**config.mk**
```make
export PLATFORM = sky130hd
export DESIGN_NAME = cyc_count_top
export DESIGN_NICKNAME = d
export VERILOG_FILES = /design/src/rtl/cyc_count_pkg.sv /design/src/rtl/cyc_prescaler.sv /design/src/rtl/cyc_counter.sv /design/src/rtl/cyc_offset_reg.sv /design/src/rtl/cyc_read_mux.sv /design/src/rtl/cyc_count_top.sv
export SDC_FILE = /design/constraint.sdc
export NUM_CORES = 1
export LEC_CHECK = 0
export BUFFER_PORTS_ARGS = -buffer_cell sky130_fd_sc_hd__buf_4
export CORE_ASPECT_RATIO = 1.5
export CORE_MARGIN = 5
export CORE_UTILIZATION = 50
export DETAILED_ROUTE_END_ITERATION = 7
export GPL_ROUTABILITY_DRIVEN = 0
export PLACE_DENSITY = 0.73
export SLEW_MARGIN = 0
export SYNTH_ARGS = -nofsm -noshare
export SYNTH_HDL_FRONTEND = slang
export SYNTH_HIERARCHICAL = 1
export SYNTH_SLANG_ARGS = --single-unit
```
**constraint.sdc**
```tcl
create_clock -name clk -period 4.36 [get_ports clk]
set_input_delay 0.218 -clock clk [delete_from_list [all_inputs] [get_ports clk]]
set_output_delay 0.218 -clock clk [all_outputs]
set_load 0.05 [all_outputs]
```
**src/rtl/cyc_count_pkg.sv**
```systemverilog
package cyc_count_pkg;
  localparam int unsigned DIV_W = 4;

  typedef enum logic {
    RD_SYS  = 1'b0,
    RD_PROC = 1'b1
  } rd_view_e;
endpackage

```
**src/rtl/cyc_prescaler.sv**
```systemverilog
module cyc_prescaler #(
  parameter int unsigned DIV_W = 4
) (
  input  logic             clk,
  input  logic             rst,
  input  logic             clr_i,
  input  logic             div_we_i,
  input  logic [DIV_W-1:0] div_val_i,
  output logic             tick_o
);
  logic [DIV_W-1:0] div_cfg_q;
  logic [DIV_W-1:0] div_act_q;
  logic [DIV_W-1:0] phase_q;
  logic [DIV_W-1:0] div_next;
  logic             terminal;

  function automatic logic [DIV_W-1:0] phase_step(input logic [DIV_W-1:0] p);
    return p + 1'b1;
  endfunction

  assign terminal = (phase_q == div_act_q);
  assign div_next = div_we_i ? div_val_i : div_cfg_q;
  assign tick_o   = terminal;

  always_ff @(posedge clk) begin
    if (rst) begin
      div_cfg_q <= '0;
    end else if (div_we_i) begin
      div_cfg_q <= div_val_i;
    end
  end

  always_ff @(posedge clk) begin
    if (rst) begin
      div_act_q <= '0;
      phase_q   <= '0;
    end else if (clr_i) begin
      phase_q   <= '0;
    end else if (terminal) begin
      phase_q   <= '0;
      div_act_q <= div_next;
    end else begin
      phase_q   <= phase_step(phase_q);
    end
  end

  always_comb begin
    assert_phase_bound_R4: assert (rst || (phase_q <= div_act_q));
  end

  assert_restart_R4: assert property (@(posedge clk) disable iff (rst)
    terminal |=> (phase_q == '0));

  assert_clear_phase_R8: assert property (@(posedge clk) disable iff (rst)
    clr_i |=> (phase_q == '0));

  assert_reset_div_R1: assert property (@(posedge clk)
    rst |=> (div_act_q == '0 && phase_q == '0));
endmodule

```
**src/rtl/cyc_counter.sv**
```systemverilog
module cyc_counter #(
  parameter int unsigned CNT_W = 32
) (
  input  logic             clk,
  input  logic             rst,
  input  logic             clr_i,
  input  logic             tick_i,
  output logic [CNT_W-1:0] cnt_o
);
  logic [CNT_W-1:0] cnt_q;

  function automatic logic [CNT_W-1:0] cnt_advance(input logic [CNT_W-1:0] c);
    return c + 1'b1;
  endfunction

  always_ff @(posedge clk) begin
    if (rst || clr_i) begin
      cnt_q <= '0;
    end else if (tick_i) begin
      cnt_q <= cnt_advance(cnt_q);
    end
  end

  assign cnt_o = cnt_q;

  assert_step_R2: assert property (@(posedge clk) disable iff (rst)
    (tick_i && !clr_i) |=> (cnt_q == $past(cnt_q) + 1'b1));

  assert_hold_R2: assert property (@(posedge clk) disable iff (rst)
    (!tick_i && !clr_i) |=> $stable(cnt_q));

  assert_wrap_R3: assert property (@(posedge clk) disable iff (rst)
    (tick_i && !clr_i && (&cnt_q)) |=> (cnt_q == '0));

  assert_clear_R8: assert property (@(posedge clk) disable iff (rst)
    clr_i |=> (cnt_q == '0));

  assert_reset_cnt_R1: assert property (@(posedge clk)
    rst |=> (cnt_q == '0));
endmodule

```
**src/rtl/cyc_offset_reg.sv**
```systemverilog
module cyc_offset_reg #(
  parameter int unsigned OFF_W = 32
) (
  input  logic             clk,
  input  logic             rst,
  input  logic             we_i,
  input  logic [OFF_W-1:0] wdata_i,
  output logic [OFF_W-1:0] off_o
);
  logic [OFF_W-1:0] off_q;

  always_ff @(posedge clk) begin
    if (rst) begin
      off_q <= '0;
    end else if (we_i) begin
      off_q <= wdata_i;
    end
  end

  assign off_o = off_q;

  assert_load_R5: assert property (@(posedge clk) disable iff (rst)
    we_i |=> (off_q == $past(wdata_i)));

  assert_keep_R9: assert property (@(posedge clk) disable iff (rst)
    !we_i |=> $stable(off_q));

  assert_reset_off_R1: assert property (@(posedge clk)
    rst |=> (off_q == '0));
endmodule

```
**src/rtl/cyc_read_mux.sv**
```systemverilog
module cyc_read_mux
  import cyc_count_pkg::*;
#(
  parameter int unsigned CNT_W = 32
) (
  input  logic               mode_i,
  input  logic [CNT_W-1:0]   cnt_i,
  input  logic [CNT_W-1:0]   off_i,
  output logic [2*CNT_W-1:0] data_o
);
  localparam int unsigned OUT_W = 2 * CNT_W;

  logic [CNT_W-1:0] low_sel;
  logic [CNT_W-1:0] folded;

  function automatic logic [CNT_W-1:0] fold_sum(input logic [CNT_W-1:0] c,
                                                input logic [CNT_W-1:0] o);
    return c + o;
  endfunction

  assign folded  = fold_sum(cnt_i, off_i);
  assign low_sel = (rd_view_e'(mode_i) == RD_PROC) ? folded : cnt_i;

  genvar gi;
  generate
    for (gi = 0; gi < OUT_W; gi++) begin : g_bit
      if (gi < CNT_W) begin : g_low
        assign data_o[gi] = low_sel[gi];
      end else begin : g_high
        assign data_o[gi] = 1'b0;
      end
    end
  endgenerate
endmodule

```
**src/rtl/cyc_count_top.sv**
```systemverilog
module cyc_count_top
  import cyc_count_pkg::*;
#(
  parameter int unsigned CNT_W = 32
) (
  input  logic               clk,
  input  logic               rst,
  input  logic               clr_i,
  input  logic               div_we_i,
  input  logic [DIV_W-1:0]   div_val_i,
  input  logic               off_we_i,
  input  logic [CNT_W-1:0]   off_wdata_i,
  input  logic               rd_mode_i,
  output logic [2*CNT_W-1:0] rd_data_o
);
  logic             pre_tick;
  logic [CNT_W-1:0] cnt_val;
  logic [CNT_W-1:0] off_val;

  cyc_prescaler #(.DIV_W(DIV_W)) u_pre (
    .clk       (clk),
    .rst       (rst),
    .clr_i     (clr_i),
    .div_we_i  (div_we_i),
    .div_val_i (div_val_i),
    .tick_o    (pre_tick)
  );

  cyc_counter #(.CNT_W(CNT_W)) u_cnt (
    .clk    (clk),
    .rst    (rst),
    .clr_i  (clr_i),
    .tick_i (pre_tick),
    .cnt_o  (cnt_val)
  );

  cyc_offset_reg #(.OFF_W(CNT_W)) u_off (
    .clk     (clk),
    .rst     (rst),
    .we_i    (off_we_i),
    .wdata_i (off_wdata_i),
    .off_o   (off_val)
  );

  cyc_read_mux #(.CNT_W(CNT_W)) u_rd (
    .mode_i (rd_mode_i),
    .cnt_i  (cnt_val),
    .off_i  (off_val),
    .data_o (rd_data_o)
  );

  assert_clear_keeps_off_R8: assert property (@(posedge clk) disable iff (rst)
    (clr_i && !off_we_i) |=> $stable(off_val));

  assert_offwr_keeps_cnt_R5: assert property (@(posedge clk) disable iff (rst)
    (off_we_i && !clr_i && !pre_tick) |=> $stable(cnt_val));
endmodule

```
==> results of run 1 <==
cell usage in the layout (no fill, tap or decap), types with 9 or more instances in the layout:
cell,n
xor2_1,21
dfxtp_1,76
a21o_1,23
clkbuf_16,9
a21oi_1,52
conb_1,32
nor2_1,69
mux2i_1,45
mux2_2,25
nand4_1,16
ha_1,33
nand3_1,22
xnor2_1,22
o31ai_1,9
o21ai_0,16
nand2_1,29
or4_1,9
buf_4,74
or3_1,13
cell type report:
cell class / instances / area, µm²
Tap cell: 147 / 184
Timing Repair Buffer: 74 / 556
Inverter: 5 / 18.8
Sequential cell: 76 / 1520
Multi-Input combinational cell: 519 / 3710
Clock inverter: 5 / 108
Clock buffer: 11 / 243
Fill cell: 996 / 4660
registers in the layout (all words and copies together) (netlist names):
register and flops:
u_cnt/cnt_o 32, u_pre/div_cfg_q 4, u_off/off_o 32, u_pre/phase_q 4, u_pre/div_act_q 4
how the worst min path moves through the flow:
stage	from	endpoint	slack (ns)	cells after the start
floorplan	rst	u_off/off_o[29]	0.29	1
global placement	off_wdata_i[29]	u_off/off_o[29]	0.45	3
detailed placement	off_wdata_i[26]	u_off/off_o[26]	0.46	3
CTS	off_wdata_i[26]	u_off/off_o[26]	0.11	3
global route	off_wdata_i[13]	u_off/off_o[13]	0.11	3
finish	off_wdata_i[6]	u_off/off_o[6]	0.11	3
cells in the mapped netlist, drive strengths merged, types with 9 or more instances:
library cell | count | area, µm²
dfxtp | 76 | 1520
nor2 | 69 | 259
a21oi | 53 | 269
buf | 48 | 373
mux2i | 45 | 450
ha | 33 | 413
nand2 | 30 | 120
nand3 | 27 | 160
mux2 | 25 | 282
a21o | 24 | 181
xor2 | 24 | 233
xnor2 | 22 | 193
clkbuf | 18 | 68.8
nand4 | 18 | 134
o21ai | 18 | 90.1
or3 | 14 | 92.6
o31ai | 10 | 88.8
or4 | 9 | 67.6
power groups by stage:
| stage | logic (mW) | clock network [mW] | registers [mW] |
|---|---|---|---|
| 3_5_place_dp | 0.453 | 0 | 0.785 |
| 5_1_grt | 0.492 | 0.928 | 0.775 |
| 3_3_place_gp | 0.441 | 0 | 0.782 |
| 4_1_cts | 0.454 | 0.889 | 0.769 |
| 2_1_floorplan | 0.387 | 0 | 0.775 |
| 6_report | 0.452 | 0.870 | 0.769 |
stage by stage:
| stage | worst slack [ns] | utilization |
|---|---|---|
| finish | 0.528 | 0.576 |
| global route | 0.396 | 0.576 |
| CTS | 0.551 | 0.576 |
| detailed placement | 0.931 | 0.544 |
| global placement | 0.990 | 0.544 |
| floorplan | 1.02 | - |
layer usage:
layer  vias up  routed length, µm  part of all wire  global-route usage
met5         -                  0                 0                   0
met4         0                421             0.032              0.0990
met3        35                649             0.049              0.0421
met2       141               7010              0.53               0.365
met1      2236               5170              0.39               0.221
li1       2350                  -                 -                   -
worst register-to-register path, cell delays in order (launching register included):
cell and delay (ns):
dfxtp_1 0.47, xor2_2 0.15, nor4_2 0.22, buf_4 0.21, nand4_1 0.15, or3_1 0.50
or4_1 0.45, a21oi_1 0.17
logic make-up after synthesis:
logic type | count (synthesis) | share of synthesized area
AO/OA/AOI/OAI | 138 | 0.168
XOR/XNOR | 46 | 0.0764
adder cells (fa/ha/maj) | 34 | 0.0777
buffers and inverters | 71 | 0.0826
flip-flops | 76 | 0.273
multiplexers | 70 | 0.131
other | 1 | 0.000673
AND/OR/NAND/NOR | 199 | 0.190
==> out/metrics.cfg, run 1 <==
[global_route]
gr-total-overflow = 0
grtUsageTotal = 0.204
grt_max_degree = 48
grt_pass1_vias = 4902
grt_pass1_wl_um = 22100
antenna_found_initial = 0

[outcome]
status = finished clean

[power]
power_switching_mw = 0.607
seqPwrFrac = 0.368
power.total_mw = 2.09
power.internal_mw = 1.48
ir_drop_uv = 219
p_comb_frac = 0.216
p_leak_nw = 3.03
power_density_mw_per_mm2 = 330
clkPwrFrac = 0.416
switching_share = 0.290

[yosys]
synthCells = 635
synth-seq-cells = 76
synth.cell_area_mm2 = 0.00557
yosysUniqueCellTypes = 69
ys_seq_area_frac = 0.273
ys_warn_count = 6
synth_edf_count = 0
syn_area_per_cell_um2 = 8.77
async_flop_share = 0
synthFlopType = dfxtp_1

[sta]
fin_setup_tns_ns = 0
slew_violations = 0
skew_ns = 0.00792
fmax_mhz = 261
finalHoldViolations = 0
max_slew.worst_pin.slew_ns = 0.578
rsz0062_at_grt = no
maxSlewHeadroom = 0.615
timing.hold.ws_ns = 0.113
min_period_over_period = 0.879
finalSetupViolCount = 0
fin_crit_ns = 3.83

[worst_setup_path]
max_stage_delay_ns = 0.46
arrival_ns = 3.61
criticalPathCategory = reg2out
reg2reg_to = u_cnt/cnt_o[27]
cp_slowest_cell = a221oi_2
cp.required_ns = 4.14
cp.depth = 11
crit_family = compound AO/OA/AOI/OAI gates
endpoint_kind = output pin
critPathBufInv = 1
worstPathCellList = ha_1, fa_1, a21o_1, a221oi_2, o31ai_4, a211oi_2, o41a_1, o21ai_1, xor2_1, mux2_2, buf_4
crit_start = u_cnt/cnt_o[0]
r2r_cells = 7
cp_max_fo = 6
reg2reg_slack_ns = 1.96
cp-start-kind = register
r2r-start = u_pre/phase_q[0]
crit_end = rd_data_o[24]

[place]
place_inst = 821
dpl_cell_area_mm2 = 0.00599
io_buffers = 73
dp_hpwl_um = 9820

[final_layout]
drive_above_1_share = 0.204
layout.nets = 761
fin_area_mm2 = 0.00634
antenna_cells = 0
layout.cells.non_filler = 837
area_growth_pct = 13.7

[routing]
dr.pass1.iters = 4
wirelength_um = 13300
initialDrtViolationCount = 297
postRouteAntennaNets = 0
viasPerCell = 5.69
routed-via-count = 4762
drt-wirelength-per-cell_um = 15.8
drc = 0

[cts]
ctsResizeCount = 0
htree_levels = 3
ctsHoldBuffers = 0
post-cts-setup-buffers = 0
cts_buffers = 9
cts_root_buf = clkbuf_16
insertion_delay_ns = 0.34
cts.sinks = 76
cts_tree = yes
clock_path_buffers = 2
clk_transition_reported_paths_ns = 0.06

[hold_path]
holdCritPathClass = in2reg

[die]
rows = 47
pin_count = 106
fp.coreArea_mm2 = 0.0110
die_y_um = 139
start_util = 0.507
die_area_mm2 = 0.0134
die_w_um = 96.2

[run]
cap_violations = 0

Note: power is estimated with default switching activity, not from simulation.
==> run 2, diff against run 1 <==
--- a/config.mk
+++ b/config.mk
@@ -11,7 +11,7 @@
 export CORE_UTILIZATION = 50
 export DETAILED_ROUTE_END_ITERATION = 7
 export GPL_ROUTABILITY_DRIVEN = 0
-export PLACE_DENSITY = 0.73
+export PLACE_DENSITY = 0.76
 export SLEW_MARGIN = 0
 export SYNTH_ARGS = -nofsm -noshare
 export SYNTH_HDL_FRONTEND = slang
==> constraint.sdc (replaced) <==
create_clock -name clk -period 3.1 [get_ports clk]
set_input_delay 0.155 -clock clk [delete_from_list [all_inputs] [get_ports clk]]
set_output_delay 0.155 -clock clk [all_outputs]
set_load 0.05 [all_outputs]
==> run 2 against run 1 <==
The run now ends with setup timing left. Sequential power up 40%. Cell count rose by 3.7%. Design area increased by 8.2%. Count of clock-buffer cells in the layout down 1. Setup slack got worse by 0.75 ns. Sequential share of layout area shrank 1.6 points. Hold slack got worse by 0.065 ns. Register-to-register slack got worse by 1.3 ns. Total power is 34% higher.
==> out/metrics.cfg, run 2 (synthesis results as in run 1) <==
[cts]
cts_tree = yes
clk_transition_reported_paths_ns = 0.06  ; about the same
cts_root_buf = clkbuf_16
cts_buffers = 9  ; unchanged
cts.sinks = 76  ; unchanged
clock_path_buffers = 2  ; unchanged
htree_levels = 3  ; unchanged
insertion_delay_ns = 0.34  ; about the same

[global_route]
grt_pass1_vias = 5025  ; +2.5%
grt_max_degree = 48  ; unchanged
antenna_found_initial = 0  ; unchanged
gr-total-overflow = 0  ; unchanged
grtUsageTotal = 0.217  ; +0.0124
grt_pass1_wl_um = 23200  ; +5.1%

[outcome]
violations = setup timing
status = finished with violations

[worst_setup_path]
r2r_cells = 7  ; unchanged
cp-start-kind = register
reg2reg_to = u_cnt/cnt_o[29]
endpoint_kind = output pin
criticalPathCategory = reg2out
cp_max_fo = 4  ; -2
cp.required_ns = 2.94  ; -1.20 ns
r2r-start = u_pre/phase_q[2]
reg2reg_slack_ns = 0.71  ; -1.25 ns
arrival_ns = 3.17  ; -0.44 ns

[place]
dp_hpwl_um = 10300  ; +5.2%
io_buffers = 73  ; unchanged
place_inst = 839  ; +2.2%
dpl_cell_area_mm2 = 0.00614  ; +2.5%
pre_cts_ws_ns = 0.0449  ; -0.886 ns

[final_layout]
layout_commonest_cell = buf_4
layout.nets = 795  ; +4.5%
regArea_mm2 = 0.00154  ; +0.90%
drive_above_1_share = 0.291  ; +0.0869
fin_area_mm2 = 0.00686  ; +8.2%
multiInputGateArea_mm2 = 0.00395  ; +6.6%
area_growth_pct = 23.1
fillers = 905  ; -9.1%
layout.cells.non_filler = 868  ; +3.7%
antenna_cells = 0  ; unchanged
layout_common_cells = buf_4 (95), nor2_1 (69), dfxtp_1 (69)

[routing]
routed-via-count = 5061  ; +6.3%
viasPerCell = 5.83  ; +2.5%
postRouteAntennaNets = 0  ; unchanged
wirelength_um = 14700  ; +11%
drt-wirelength-per-cell_um = 17.0  ; +7.2%
initialDrtViolationCount = 270  ; -9.1%
drc = 0  ; unchanged
dr.pass1.iters = 5  ; +1

[die]
rows = 47  ; unchanged
die_area_mm2 = 0.0134  ; unchanged
die_w_um = 96.2  ; unchanged
fp.coreArea_mm2 = 0.0110  ; unchanged
pin_count = 106  ; unchanged
die_y_um = 139  ; unchanged
start_util = 0.507  ; unchanged

[sta]
slew_violations = 0  ; unchanged
rsz0062_at_grt = yes
max_slew.worst_pin.slew_ns = 0.600  ; +0.0228 ns
finalSetupViolCount = 10  ; +10
skew_ns = 0.00513  ; -0.00279 ns
timing.final.ws_setup_ns = -0.222  ; -0.750 ns
min_period_over_period = 1.07
fmax_mhz = 301
finalHoldViolations = 0  ; unchanged
fin_crit_ns = 3.32
maxSlewHeadroom = 0.600  ; -0.0152
fin_setup_tns_ns = -1.10  ; -1.10 ns

[power]
p_leak_nw = 3.24  ; +6.8%
power_density_mw_per_mm2 = 407  ; +23%
ir_drop_uv = 400  ; +83%

[hold_path]
hold_path_end = u_off/off_o[29]
holdCritPathClass = in2reg
min_from = off_wdata_i[29]
min_path_cells = 3  ; unchanged

[run]
cap_violations = 0  ; unchanged

## run 2: what timing repair did
item / 4_1_cts / 5_1_grt
setup endpoints to repair: 14 / 16
resized for setup: 48 / 25
pin swaps: 30 / 19
buffers inserted: 11 / 5
hold buffers: 0 / 0
## run 2: power by group
part / leakage (nW) / internal [mW] / switching, mW
registers: 0.624 / 1.03 / 0.0511
clock network: 0.140 / 0.629 / 0.400
logic: 2.47 / 0.271 / 0.412
## run 2: worst max path at each step
stage                         from            end  cells after the start
floorplan           u_cnt/cnt_o[0]  rd_data_o[28]                      9
detailed placement  u_cnt/cnt_o[1]  rd_data_o[23]                     10
global placement    u_cnt/cnt_o[1]  rd_data_o[27]                     10
finish              u_cnt/cnt_o[0]  rd_data_o[30]                     12
global route        u_cnt/cnt_o[0]  rd_data_o[30]                     12
CTS                 u_off/off_o[0]  rd_data_o[24]                     11
## run 2: worst max-delay path, cell delays in order, from the launching register on
cell,delay (ns)
dfxtp_2,0.35
ha_4,0.14
fa_2,0.20
a21o_1,0.19
a221oi_4,0.11
o31ai_4,0.23
a211oi_2,0.14
o41ai_2,0.41
a21oi_2,0.16
buf_4,0.17
or4b_4,0.49
nand3_4,0.10
buf_8,0.14
## run 2: stage by stage
step	utilization	total power [mW]	hold WS [ns]
2_1_floorplan	-	1.64	0.227
3_3_place_gp	0.558	1.73	0.391
3_5_place_dp	0.558	1.75	0.398
4_1_cts	0.612	2.81	0.0439
5_1_grt	0.624	2.91	0.0548
6_report	0.624	2.79	0.0483
## run 2: final cells by class
cell class | count | share of cell area
Multi-Input combinational cell | 519 | 0.576
Timing Repair Buffer | 108 | 0.130
Clock inverter | 3 | 0.00584
Inverter | 5 | 0.00274
Clock buffer | 10 | 0.0348
Sequential cell | 76 | 0.224
Tap cell | 147 | 0.0268
## run 2: per-layer routing
layer / share of wire / global-route usage / vias to the layer above
met2: 0.54 / 0.395 / 195
met4: 0.035 / 0.0990 / 0
met1: 0.37 / 0.231 / 2406
met5: 0 / 0 / -
li1: - / - / 2419
met3: 0.055 / 0.0427 / 41
==> run 3, diff against run 2 <==
--- a/config.mk
+++ b/config.mk
@@ -5,13 +5,14 @@
 export SDC_FILE = /design/constraint.sdc
 export NUM_CORES = 1
 export LEC_CHECK = 0
+export ABC_AREA = 1
 export BUFFER_PORTS_ARGS = -buffer_cell sky130_fd_sc_hd__buf_4
 export CORE_ASPECT_RATIO = 1.5
 export CORE_MARGIN = 5
 export CORE_UTILIZATION = 50
 export DETAILED_ROUTE_END_ITERATION = 7
 export GPL_ROUTABILITY_DRIVEN = 0
-export PLACE_DENSITY = 0.76
+export PLACE_DENSITY = 0.75
 export SLEW_MARGIN = 0
 export SYNTH_ARGS = -nofsm -noshare
 export SYNTH_HDL_FRONTEND = slang
==> run 3 against run 2 <==
The run ends with DRC left. Clock skew increased by 0.0023 ns. Core utilization decreased by 5.3 points. Register-to-register slack improved by 0.31 ns. Critical path depth decreased by 3.
==> out/metrics.cfg, run 3 <==
[outcome]
status = finished with violations
violations = DRC

[cts]
cts_tree = yes
clock_path_buffers = 2  ; unchanged
cts_buffers = 9  ; unchanged
ctsResizeCount = 0  ; -100%
cts_root_buf = clkbuf_16
insertion_delay_ns = 0.34  ; about the same
cts.sinks = 76  ; unchanged
post-cts-setup-buffers = 0  ; -11
ctsHoldBuffers = 0  ; unchanged
htree_levels = 3  ; unchanged
clk_transition_reported_paths_ns = 0.07  ; about the same

[global_route]
antenna_found_initial = 0  ; unchanged
grt_pass1_wl_um = 29200  ; +26%
gr-total-overflow = 0  ; unchanged
grt_max_degree = 65  ; +35%
grtUsageTotal = 0.222  ; +0.00500
grt_pass1_vias = 6336  ; +26%

[worst_setup_path]
criticalPathCategory = reg2out
endpoint_kind = output pin
cp-start-kind = register
r2r_cells = 13  ; +6
cp.required_ns = 2.94  ; about the same
arrival_ns = 2.56  ; -0.61 ns
cp_max_fo = 6  ; +2

[final_layout]
antenna_cells = 0  ; unchanged
drive_above_1_share = 0.125  ; -0.166
layout_common_cells = nand2_1 (418), inv_1 (198), nor2_1 (161)
layout_commonest_cell = nand2_1
fin_area_mm2 = 0.00760  ; +11%
layout.nets = 1328  ; +67%
area_growth_pct = 13.1

[yosys]
synthTopCellsByCount = nand2_1 (418), inv_1 (198), nor2_1 (161)
syn_area_per_cell_um2 = 5.73  ; -35%
yosysMostFrequentCell = nand2_1
yosys-top-cells-area = nand2_1 (23%), dfxtp_1 (23%), inv_1 (11%)
yosysTopAreaCellShare = 0.233  ; -0.0398
netlist.top_cell.by_area = nand2_1
synthCells = 1174  ; +85%
ys_warn_count = 6  ; unchanged
async_flop_share = 0  ; unchanged
synth.cell_area_mm2 = 0.00673  ; +21%
synth_edf_count = 0  ; unchanged
ys_seq_area_frac = 0.226  ; -0.0468
synthFlopType = dfxtp_1
synth-seq-cells = 76  ; unchanged
yosysUniqueCellTypes = 38  ; -45%

[sta]
skew_ns = 0.00742  ; +0.00228 ns
finalHoldViolations = 0  ; unchanged
fin_setup_tns_ns = 0  ; +1.10 ns
min_period_over_period = 0.876  ; -0.195
max_slew.worst_pin.slew_ns = 1.06  ; +0.463 ns
finalSetupViolCount = 0  ; -10
slew_violations = 0  ; unchanged
fmax_mhz = 368  ; +22%
fin_crit_ns = 2.72  ; -0.606 ns
maxSlewHeadroom = 0.290  ; -0.310
rsz0062_at_grt = no

[power]
p_leak_nw = 4.18  ; +29%
power_density_mw_per_mm2 = 369  ; -9.3%
ir_drop_uv = 256  ; -36%
power.total_mw = 2.81  ; +0.56%

[hold_path]
holdCritPathClass = in2reg
min_path_cells = 2  ; -1

[routing]
drc = 1  ; +1
postRouteAntennaNets = 0  ; unchanged
dr.pass1.iters = 8  ; +3
drt-wirelength-per-cell_um = 12.8  ; -24%
initialDrtViolationCount = 339  ; +26%
routed-via-count = 6933  ; +37%
viasPerCell = 4.89  ; -16%
wirelength_um = 18200  ; +24%

[die]
die_area_mm2 = 0.0159  ; +19%
rows = 52  ; +11%
die_y_um = 152  ; +9.2%
start_util = 0.504  ; -0.00243
die_w_um = 105  ; +8.8%
fp.coreArea_mm2 = 0.0133  ; +21%
pin_count = 106  ; unchanged

[place]
dpl_cell_area_mm2 = 0.00732  ; +19%
dp_hpwl_um = 14500  ; +41%
io_buffers = 73  ; unchanged

[run]
cap_violations = 0  ; unchanged

## run 3: kinds of logic after synthesis
logic type               count (synthesis)  share of synthesized area
adder cells (fa/ha/maj)                 34                     0.0644
other                                    1                   0.000558
XOR/XNOR                                17                     0.0221
buffers and inverters                  254                      0.169
AO/OA/AOI/OAI                           75                     0.0601
flip-flops                              76                      0.226
AND/OR/NAND/NOR                        717                      0.458
## run 3: power breakdown
part	switching, mW	internal (mW)	total [mW]
logic	0.508	0.209	0.717
registers	0.0453	1.04	1.08
clock network	0.455	0.556	1.01
## run 3: worst max-delay path, stage by stage (launching register included)
cell     delay (ns)
dfxtp_1        0.35
ha_1           0.26
fa_1           0.45
nand3_1        0.11
nand3_1        0.19
nand3_1        0.15
nand3_2        0.12
xnor2_1        0.16
o21ai_1        0.19
buf_4          0.24
## run 3: metrics by stage
step | hold WS, ns | setup WS (ns) | util | std cells
2_1_floorplan | 0.227 | 0.345 | - | 1205
3_3_place_gp | 0.373 | 0.811 | 0.549 | 1403
3_5_place_dp | 0.380 | 0.790 | 0.549 | 1403
4_1_cts | 0.0111 | 0.404 | 0.570 | 1419
5_1_grt | 0.0249 | 0.235 | 0.570 | 1419
6_report | 0.0219 | 0.384 | 0.570 | 1419
## run 3: layer usage
metal | track usage | part of all wire | vias to the layer above
met1 | 0.241 | 0.39 | 3019
met3 | 0.0327 | 0.048 | 54
met4 | 0.137 | 0.060 | 0
li1 | - | - | 3658
met2 | 0.397 | 0.50 | 202
met5 | 0 | 0 | -
## run 3: cell type report
class | count | area, µm²
Fill cell | 1407 | 5730
Multi-Input combinational cell | 875 | 4180
Sequential cell | 76 | 1520
Inverter | 204 | 766
Timing Repair Buffer | 86 | 646
Clock buffer | 9 | 225
Tap cell | 162 | 203
Clock inverter | 7 | 60.1
## run 3: path summary, 6_finish.rpt
check / startpoint / slack, ns / endpoint
hold reg to reg: u_off/off_o[2] / 0.48 / u_off/off_o[2]
hold / removal: rst / 0.02 / u_pre/div_cfg_q[0]
setup reg to reg: u_pre/phase_q[0] / 1.02 / u_cnt/cnt_o[24]
setup / recovery: u_cnt/cnt_o[0] / 0.38 / rd_data_o[12]
